### src/rtl/tcs_pkg.sv
package tcs_pkg;
    localparam int SEL_W   = 3;
    localparam int BIT_PIT = 0;
    localparam int BIT_WLO = 1;
    localparam int BIT_WHI = 2;
    localparam int NUM_TMR = 2;
    localparam int TMR_PIT = 0;
    localparam int TMR_WDT = 1;
    localparam int SRC_W   = 2;

    // Bits gated by oscillator readiness
    localparam logic [SEL_W-1:0] GATE_MASK = (SEL_W'(1) << BIT_PIT) | (SEL_W'(1) << BIT_WLO);

    typedef enum logic [SRC_W-1:0] {
        SRC_INT = 2'b00,
        SRC_OSC = 2'b01,
        SRC_AUX = 2'b10
    } src_e;

    typedef enum logic [1:0] {
        TRK_INT,
        TRK_OSC,
        TRK_AUX
    } trk_state_e;
endpackage

### src/rtl/tcs_sel_reg.sv
module tcs_sel_reg
    import tcs_pkg::*;
#(
    parameter int               WIDTH = SEL_W,
    parameter logic [WIDTH-1:0] GATED = GATE_MASK[WIDTH-1:0]
) (
    input  logic             clk,
    input  logic             rst_n,
    input  logic             wr_en,
    input  logic [WIDTH-1:0] wr_data,
    input  logic             osc_ready,
    output logic [WIDTH-1:0] q
);
    for (genvar i = 0; i < WIDTH; i++) begin : g_bit
        if (GATED[i]) begin : g_gated
            always_ff @(posedge clk or negedge rst_n) begin
                if (!rst_n) begin
                    q[i] <= 1'b0;
                end else if (!osc_ready) begin
                    q[i] <= 1'b0;
                end else if (wr_en) begin
                    q[i] <= wr_data[i];
                end
            end
        end else begin : g_plain
            always_ff @(posedge clk or negedge rst_n) begin
                if (!rst_n) begin
                    q[i] <= 1'b0;
                end else if (wr_en) begin
                    q[i] <= wr_data[i];
                end
            end
        end
    end
endmodule

### src/rtl/tcs_src_decode.sv
module tcs_src_decode
    import tcs_pkg::*;
(
    input  logic [SEL_W-1:0] bits,
    output src_e             pit_dec,
    output src_e             wdt_dec
);
    always_comb begin
        pit_dec = bits[BIT_PIT] ? SRC_OSC : SRC_INT;
        unique case ({bits[BIT_WHI], bits[BIT_WLO]})
            2'b00:   wdt_dec = SRC_INT;
            2'b01:   wdt_dec = SRC_OSC;
            default: wdt_dec = SRC_AUX;
        endcase
    end
endmodule

### src/rtl/tcs_src_track.sv
module tcs_src_track
    import tcs_pkg::*;
(
    input  logic clk,
    input  logic rst_n,
    input  src_e cur_src,
    output logic restart
);
    trk_state_e state_q;
    trk_state_e state_d;
    src_e       ack_src;

    // State register
    always_ff @(posedge clk or negedge rst_n) begin
        if (!rst_n) begin
            state_q <= TRK_INT;
        end else begin
            state_q <= state_d;
        end
    end

    // Next state: follow the decoded source
    always_comb begin
        unique case (cur_src)
            SRC_INT: state_d = TRK_INT;
            SRC_OSC: state_d = TRK_OSC;
            SRC_AUX: state_d = TRK_AUX;
            default: state_d = TRK_INT;
        endcase
    end

    // Outputs: restart transition when acknowledged source differs
    always_comb begin
        unique case (state_q)
            TRK_INT: ack_src = SRC_INT;
            TRK_OSC: ack_src = SRC_OSC;
            TRK_AUX: ack_src = SRC_AUX;
            default: ack_src = SRC_INT;
        endcase
        restart = (ack_src != cur_src);
    end
endmodule

### src/rtl/tcs_clksel_ctrl.sv
module tcs_clksel_ctrl
    import tcs_pkg::*;
(
    input  logic             clk,
    input  logic             rst_n,
    input  logic             wr_en,
    input  logic [SEL_W-1:0] wr_data,
    input  logic             osc_ready,
    output logic [SEL_W-1:0] sel_bits,
    output logic [SRC_W-1:0] pit_src,
    output logic [SRC_W-1:0] wdt_src,
    output logic             pit_restart,
    output logic             wdt_restart
);
    src_e               dec [NUM_TMR];
    logic [NUM_TMR-1:0] rst_pulse;

    tcs_sel_reg #(
        .WIDTH (SEL_W),
        .GATED (GATE_MASK)
    ) u_sel (
        .clk       (clk),
        .rst_n     (rst_n),
        .wr_en     (wr_en),
        .wr_data   (wr_data),
        .osc_ready (osc_ready),
        .q         (sel_bits)
    );

    tcs_src_decode u_dec (
        .bits    (sel_bits),
        .pit_dec (dec[TMR_PIT]),
        .wdt_dec (dec[TMR_WDT])
    );

    for (genvar t = 0; t < NUM_TMR; t++) begin : g_trk
        tcs_src_track u_trk (
            .clk     (clk),
            .rst_n   (rst_n),
            .cur_src (dec[t]),
            .restart (rst_pulse[t])
        );
    end

    assign pit_src     = dec[TMR_PIT];
    assign wdt_src     = dec[TMR_WDT];
    assign pit_restart = rst_pulse[TMR_PIT];
    assign wdt_restart = rst_pulse[TMR_WDT];
endmodule

### config.mk
export PLATFORM = sky130hd
export DESIGN_NAME = tcs_clksel_ctrl
export DESIGN_NICKNAME = d
export VERILOG_FILES = /design/src/rtl/tcs_pkg.sv /design/src/rtl/tcs_sel_reg.sv /design/src/rtl/tcs_src_decode.sv /design/src/rtl/tcs_src_track.sv /design/src/rtl/tcs_clksel_ctrl.sv
export SDC_FILE = /design/constraint.sdc
export NUM_CORES = 1
export LEC_CHECK = 0
export ABC_AREA = 1
export BUFFER_PORTS_ARGS = -buffer_cell sky130_fd_sc_hd__buf_2
export CORE_AREA = 4 4 41 43
export DETAILED_ROUTE_END_ITERATION = 10
export DIE_AREA = 0 0 45 47
export GPL_TIMING_DRIVEN = 0
export SETUP_SLACK_MARGIN = 0.5
export SYNTH_ARGS = -nofsm -noshare
export SYNTH_HDL_FRONTEND = slang
export SYNTH_SLANG_ARGS = --single-unit
### constraint.sdc
create_clock -name clk -period 0.8 [get_ports clk]
set_input_delay 0.16 -clock clk [delete_from_list [all_inputs] [get_ports clk]]
set_output_delay 0.16 -clock clk [all_outputs]
set_load 0.05 [all_outputs]
== Word-level counts from Yosys, hierarchy flattened ==
Index checks and enable logic that the tools add are counted.

* Register bits after elaboration: 7
* Output and inout port bits: 9
* Input bits: 7

* Reductions and logical operators: 1
* Equality and inequality tests: 12
* Multiplexer cells: 10

{| class="wikitable"
|+ Operators with widths
! operator !! number
|-
| $pmux 2 s2 || 5
|-
| $eq 2x1->1 const B || 4
|-
| $eq 2x2->1 const B || 3
|-
| $mux 1 || 5
|-
| $eq 1x2->1 const B || 1
|-
| $logic_not 2->1 || 1
|-
| $ne 2x1->1 || 1
|-
| $ne 2x2->1 || 1
|-
| $ne 2x2->1 const B || 1
|-
| $eq 1x1->1 const B || 1
|}

== Logic depth before layout (Yosys ltp) ==
Gate-level depths: netlist of run 1.

* Word-level depth: 4
* Gate-level depth with buffers: 6
* Gate-level depth less buffers: 6

== Modules after synthesis ==
A second synthesis of run 1 with hierarchy kept.

* Cell total of the unflattened synthesis: 55
* Area total of the unflattened synthesis: 367.9 sq um

{| class="wikitable"
|+ Modules (own cells, without submodules)
! module !! times used !! cells each !! area an instance (sq um)
|-
| tcs_src_track || 2 || 18 || 110.1
|-
| tcs_sel_reg || 1 || 13 || 117.6
|-
| tcs_src_decode || 1 || 6 || 30.0
|}

== Worst setup path after synthesis of run 1 ==
OpenSTA, ideal clock, no wires.

* Path type: register to output
* From: register u_sel.q[2]
* To: output port wdt_restart
* Required time: 0.640 ns
* Arrival: 1.577 ns
* Path slack: -0.937 ns
* Cell stages (with the launch flop): 7
* Path through: dfrtp_1 inv_2 nand2_2 nand2_2 nand2_2 inv_1 nor2_1

* Cells in the longest elaborated chain, start to end: 3
* Elaborated cells between the ends (all ways): 4
* Those cells by class: 2 x eq/ne; 1 x mux; 1 x reduce/logical

{| class="wikitable"
|+ RTL lines
! element !! line !! source
|-
| start: declaration || tcs_sel_reg.sv:12 || <nowiki>output logic [WIDTH-1:0] q</nowiki>
|-
| start signal: indexed assignment || tcs_sel_reg.sv:30 || <nowiki>q[i] <= wr_data[i];</nowiki>
|-
| $eq 2x1->1 or $logic_not 2->1 (tied branches) || tcs_src_decode.sv:10 || <nowiki>unique case ({bits[BIT_WHI], bits[BIT_WLO]})</nowiki>
|-
| $pmux 2 s2 * || tcs_src_decode.sv:10 ||
|-
| $ne 2x2->1 * || tcs_src_track.sv:40 || <nowiki>restart = (ack_src != cur_src);</nowiki>
|-
| end: declaration || tcs_clksel_ctrl.sv:13 || <nowiki>output logic wdt_restart</nowiki>
|}

Every way passes the cells marked *; elsewhere a longest branch is shown, timed or not.

== Worst setup path after layout of run 1 ==
* From: register u_sel.q[2]
* To: output port wdt_src[1]

* Cells in the longest elaborated chain, start to end: 2
* Elaborated cells between the ends (all ways): 3
* Those cells by class: 1 x eq/ne; 1 x mux; 1 x reduce/logical

{| class="wikitable"
|+ RTL lines
! element !! line !! source
|-
| $eq 2x1->1 or $logic_not 2->1 (tied branches) || tcs_src_decode.sv:10 ||
|-
| $pmux 2 s2 * || tcs_src_decode.sv:10 ||
|-
| end: declaration || tcs_clksel_ctrl.sv:11 || <nowiki>output logic [SRC_W-1:0] wdt_src,</nowiki>
|}

Marked as above.

==> metrics.cfg, run 1 <==
[cells_and_area]
antenna_cells=0
final_nets=65
fillCellCount=133
synthToLayoutAreaGrowth_pct=110.0
fin_cells=72
layout-drive-gt1-share=0.7018

[pwr]
p_clk_frac=0.282
total_power_mw=1.114
share_seq_of_total_power=0.320
power.switching_mw=0.4014
power.internal_mw=0.7127
switching_share=0.3603
p_per_area_nw_per_um2=1927
total_leakage_power_nw=0.2992
ir_worst_vdd_mv=1.028
pwr-share-comb=0.398

[sta]
period_needed_ns=1.331
final_hold_viol_count=6
holdWs_ns=-0.2785
maxSlewViolCount=0
rsz0062_at_grt=yes
fmax_mhz=751.1
setup_tns_ns=-3.711
fin_ws_ns=-0.5314
fin_crit_sh=1.664
setup_viol=11
finClkSkew_ns=0.003821

[placement]
place.gp.congestion=0.6432
place_ws_ns=-0.3496
numPortBuffers=14
dp_cells=62
dp_hpwl_um=453.2

[detailed_routing]
wl_um=717
dr.first_iter.drc_count=6
dr.pass1.iters=2
ant_nets=0
wl_per_cell_um=9.958
vias=287
drc=0
via_per_inst=3.986

[setup_path]
worstPathRequired_ns=0.64
worstSetupPathType=reg -> out
worst-path-max-fanout=2
worstPathArrival_ns=1.17
setup.worst_path.start_class=flop
crit_path_end_kind=output pin

[clock_network]
cts-htree-levels=1
cts-buffers-inserted=3
cts_root_buffer=clkbuf_4
cts_buffer_depth=2
clock_latency_ns=0.25
cts_tree=built
path_clk_slew_ns=0.05
cts_sinks=6

[global_routing]
grtUsageTotal=0.07649
grt_pass1_wl_um=1041
grt_pass1_vias=273
grt_antenna_before_repair=0
grt.overflow.total=0
grt_max_degree=7

[yosys]
ys_seq_area_frac=0.5455
syn_area_sq_um=275.3
netlist_top_cells_area=dfrtp_1 (55%), nor2_1 (8.2%), inv_1 (6.8%)
avgSynthCellArea_sq_um=8.341
syn_nets=40
synthesis.yosys.warnings=0
ys_ff_latch=6
post-synth-top-area-fraction=0.5455
synth.distinct_cells=11
yosys.area.top_type=dfrtp_1
syn_inst=33

[floorplan]
rows=13
die-width_um=45
dieArea_sq_um=2115
start_util=0.2115
ioPinCount=16
die_y_um=47
core-area_sq_um=1301

[job]
drv_cap=0

[run_status]
status=finished with violations
violations=hold timing, setup timing

[worst_hold_path]
hp-class=in -> async

worst max-delay path, cell delays in order (launching register included):
cell and delay, ns:
dfrtp_2 0.42, buf_4 0.14, buf_6 0.11, buf_6 0.11, buf_8 0.14
repair_timing:
item,in CTS,in global routing
endpoints found under the hold margin,6,6
gates resized for setup,24,10
pin swaps,0,0
setup endpoints to repair,14,14
setup buffers,4,2
final timing paths:
kind                             from                        end  slack (ns)  depth (start not counted)
min in group clk           wr_data[2]                 u_sel.q[2]        0.12                          3
max in group asynchronous       rst_n                 u_sel.q[0]        0.92                          1
min                             rst_n                 u_sel.q[0]       -0.28                          1
max reg2reg                u_sel.q[0]                 u_sel.q[0]       -0.21                          4
min reg2reg                u_sel.q[1]  g_trk[1].u_trk.state_q[0]        0.56                          2
max                        u_sel.q[2]                 wdt_src[1]       -0.53                          4
Yosys cell counts:
cell type  instances
buf_4              2
clkbuf_1           1
conb_1             1
dfrtp_1            6
inv_1              5
inv_2              1
nand2_1            4
nand2_2            3
nor2_1             6
o21ai_0            3
xor2_1             1
placed cells by master, fill, tap and decap left out, types with 2 or more instances in the layout:
| cell type | instances |
|---|---|
| buf_4 | 2 |
| clkbuf_4 | 3 |
| o21ai_2 | 2 |
| dfrtp_1 | 3 |
| nand2_1 | 3 |
| buf_2 | 6 |
| nor2_1 | 4 |
| nand2_2 | 4 |
| inv_1 | 4 |
| dfrtp_2 | 2 |
| buf_8 | 4 |
| buf_6 | 11 |
metal layers:
layer | vias to the layer above | share of wire | routed length, um | track usage
met1 | 130 | 0.38 | 273 | 0.06760
met2 | 17 | 0.49 | 353 | 0.1215
met4 | 0 | 0.011 | 8 | 0.05263
li1 | 138 | - | - | -
met3 | 2 | 0.11 | 82 | 0.05747
met5 | - | 0 | 0 | 0
state kept, by name, indices dropped and copies added, names as in the netlist:
register and count:
u_sel.q 3, g_trk.u_trk.state_q 3
cell type report:
cell class	count	area, sq um	share of cell area
clock buffers	4	26.28	0.04545
multi-input cells	18	122.6	0.2121
inverters	6	25.02	0.04329
well taps	15	18.77	0.03247
repair buffers	20	195.2	0.3377
flip-flops and latches	6	156.4	0.2706
plain buffers	3	33.78	0.05844
kinds of logic (layout without fill, tap and decap cells):
kind of cell,count (synthesis),count (layout),share of synthesized area
AND/OR/NAND/NOR,13,13,0.2045
buffers and inverters,9,33,0.1500
flip-flops,6,6,0.5454
AO/OA/AOI/OAI,3,3,0.05453
other,1,1,0.01362
XOR/XNOR,1,1,0.03182
power groups by stage:
| stage | logic (mW) | clock network [mW] | registers, mW |
|---|---|---|---|
| 2_1_floorplan | 0.197 | 0 | 0.398 |
| 3_3_place_gp | 0.300 | 0 | 0.359 |
| 3_5_place_dp | 0.304 | 0 | 0.360 |
| 4_1_cts | 0.402 | 0.335 | 0.354 |
| 5_1_grt | 0.468 | 0.351 | 0.358 |
| 6_report | 0.444 | 0.314 | 0.356 |
per-stage QoR:
| stage | util | area, sq um | hold WS (ns) |
|---|---|---|---|
| after global placement | 0.3106 | 404.1 | -0.01336 |
| after detailed placement | 0.3106 | 404.1 | -0.007638 |
| final | 0.4442 | 578.1 | -0.2785 |
| after floorplan | - | 315.3 | -0.1356 |
| after CTS | 0.4087 | 531.8 | -0.2875 |
| after global routing | 0.4442 | 578.1 | -0.2848 |
No activity file was read; power rests on OpenSTA's default activity.
==> inputs of run 2 (changes only) <==
CORE_AREA = 2 2 39 41   (was 4 4 41 43)
DIE_AREA = 0 0 41 43   (was 0 0 45 47)
GPL_ROUTABILITY_DRIVEN = 0   (was unset)
==> run 2 against run 1 <==
The flow still finishes with violations (hold timing, setup timing); cell count did not move; core utilization fell by 3.6 points; clock skew up 0.0048 ns; register-to-register slack improved by 0.10 ns; hold slack improved by 0.0044 ns; worst setup slack better by 0.025 ns.
==> metrics.cfg, run 2 (synthesized netlist as in run 1, its figures left out) <==
[run_status]
status=finished with violations  ; unchanged
violations=hold timing, setup timing  ; unchanged

[setup_path]
setup.worst_path.start_class=flop  ; unchanged
worstPathRequired_ns=0.64  ; about the same
ff2ff_path_depth=3  ; was 4
crit_cells=6  ; was 4
cp_slowest_cell=dfrtp_2  ; unchanged
crit_chain=nand2_2 > nand2_2 > nand2_2 > inv_2 > nor2_4 > buf_8  ; was buf_4 > buf_6 > buf_6 > buf_8
timing.rr.start=u_sel.q[0]  ; unchanged
path_buf_inv=2  ; was 4
critPathLaunch=u_sel.q[1]  ; was u_sel.q[2]
cp_top_family=flip-flops  ; was buffers and inverters
crit_path_end_kind=output pin  ; unchanged
timing.critical_path.mode_cell=nand2_2  ; was buf_6
slowest_delay_ns=0.42  ; about the same
worst-path-max-fanout=2  ; unchanged
worstSetupPathType=reg -> out  ; unchanged
worstPathArrival_ns=1.15  ; was 1.17 ns

[floorplan]
start_util=0.1989  ; was 0.2115
die_y_um=43  ; was 47 um
ioPinCount=16  ; unchanged
core-area_sq_um=1384  ; was 1301 sq um
die-width_um=41  ; was 45 um
dieArea_sq_um=1763  ; was 2115 sq um
rows=14  ; was 13

[clock_network]
cts_tree=built  ; unchanged
clock_latency_ns=0.24  ; was 0.25 ns
path_clk_slew_ns=0.05  ; about the same
cts_sinks=6  ; unchanged
cts-htree-levels=1  ; unchanged
cts-buffers-inserted=3  ; unchanged
cts_root_buffer=clkbuf_4  ; unchanged
cts_buffer_depth=2  ; unchanged

[cells_and_area]
finish.utilization=0.4087  ; was 0.4442
top_regs=g_trk.u_trk.state_q: 3 flops, u_sel.q: 3 flops  ; unchanged
final_nets=64  ; was 65
fillCellCount=141  ; was 133
layout-drive-gt1-share=0.6964  ; was 0.7018
mostFrequentLayoutCell=buf_6  ; unchanged
fin_cells=72  ; unchanged
synthToLayoutAreaGrowth_pct=105.5  ; was 110.0%
antenna_cells=0  ; unchanged
multiInputGateArea_sq_um=122.6  ; unchanged
regArea_sq_um=156.4  ; unchanged
final_cell_mix=buf_6 (8), buf_2 (6), buf_8 (5)  ; was buf_6 (11), buf_2 (6)

[placement]
numPortBuffers=14  ; unchanged
place_ws_ns=-0.3460  ; was -0.3496 ns
dp_hpwl_um=433.9  ; was 453.2 um
dp_cells=63  ; was 62

[sta]
setup_tns_ns=-3.350  ; was -3.711 ns
maxSlewViolCount=0  ; unchanged
final_hold_viol_count=6  ; unchanged
period_needed_ns=1.307  ; was 1.331 ns
finClkSkew_ns=0.008641  ; was 0.003821 ns
setup_viol=11  ; unchanged
fin_ws_ns=-0.5068  ; was -0.5314 ns
holdWs_ns=-0.2741  ; was -0.2785 ns
fmax_mhz=765.2  ; was 751.1 MHz
rsz0062_at_grt=yes  ; unchanged
fin_crit_sh=1.634  ; was 1.664

[detailed_routing]
vias=265  ; was 287
drc=0  ; unchanged
ant_nets=0  ; unchanged
via_per_inst=3.681  ; was 3.986
wl_per_cell_um=8.431  ; was 9.958 um
dr.first_iter.drc_count=5  ; was 6
wl_um=607  ; was 717 um
dr.pass1.iters=2  ; unchanged

[worst_hold_path]
hp-class=in -> async  ; unchanged

[job]
drv_cap=0  ; unchanged

[global_routing]
grt_pass1_vias=215  ; was 273
grt_pass1_wl_um=890  ; was 1041 um
grt.overflow.total=0  ; unchanged
grt_antenna_before_repair=0  ; unchanged
grtUsageTotal=0.07927  ; was 0.07649
grt_max_degree=7  ; unchanged

[pwr]
total_leakage_power_nw=0.2921  ; was 0.2992 nW
total_power_mw=1.090  ; was 1.114 mW
p_per_area_nw_per_um2=1927  ; about the same
ir_worst_vdd_mv=0.9745  ; was 1.028 mV

[run 2: stage by stage]
stage	cell area, sq um	hold slack, ns
final	565.5	-0.2741
after CTS	508.0	-0.2756
after detailed placement	405.4	-0.009477
after floorplan	315.3	-0.1356
after global routing	565.5	-0.2789
after global placement	405.4	-0.01083
[run 2: timing repair]
action                                 CTS  global route
endpoints found under the hold margin    6             6
resized for setup                       18            15
setup endpoints to repair               14            14
setup buffers                            3             2
pin swaps                                0             2
[run 2: layout make-up]
type,instances,area share
Timing Repair Buffer,19,0.3252
Clock buffer,4,0.04646
Multi-Input combinational cell,18,0.2168
Tap cell,16,0.03540
Inverter,6,0.03982
Sequential cell,6,0.2765
Buffer,3,0.05973
[run 2: worst reg2reg max path: cells and delay by family (launching register included)]
kind	cells	cell delay [ns]
buffers and inverters	1	0.14
flip-flops	1	0.52
AO/OA/AOI/OAI	1	0.09
AND/OR/NAND/NOR	1	0.05
[run 2: worst paths after layout]
path | end | slack, ns
max | wdt_restart | -0.51
min | g_trk[1].u_trk.state_q[1] | -0.27
max reg2reg | u_sel.q[0] | -0.11
min reg2reg | g_trk[1].u_trk.state_q[0] | 0.57
max in group asynchronous | u_sel.q[0] | 0.90
min in group clk | u_sel.q[2] | 0.12
[run 2: report_power, final]
part           switching [mW]  internal [mW]
Sequential             0.0244          0.330
Combinational           0.246          0.189
Clock                   0.111          0.189
Total                   0.381          0.709
[run 2: routing by layer]
metal | global-route usage | up-vias | share of wire
met5 | 0 | - | 0
met4 | 0.06000 | 0 | 0
met3 | 0.03141 | 0 | 0.071
met2 | 0.09375 | 10 | 0.55
met1 | 0.1104 | 117 | 0.38
li1 | - | 138 | -
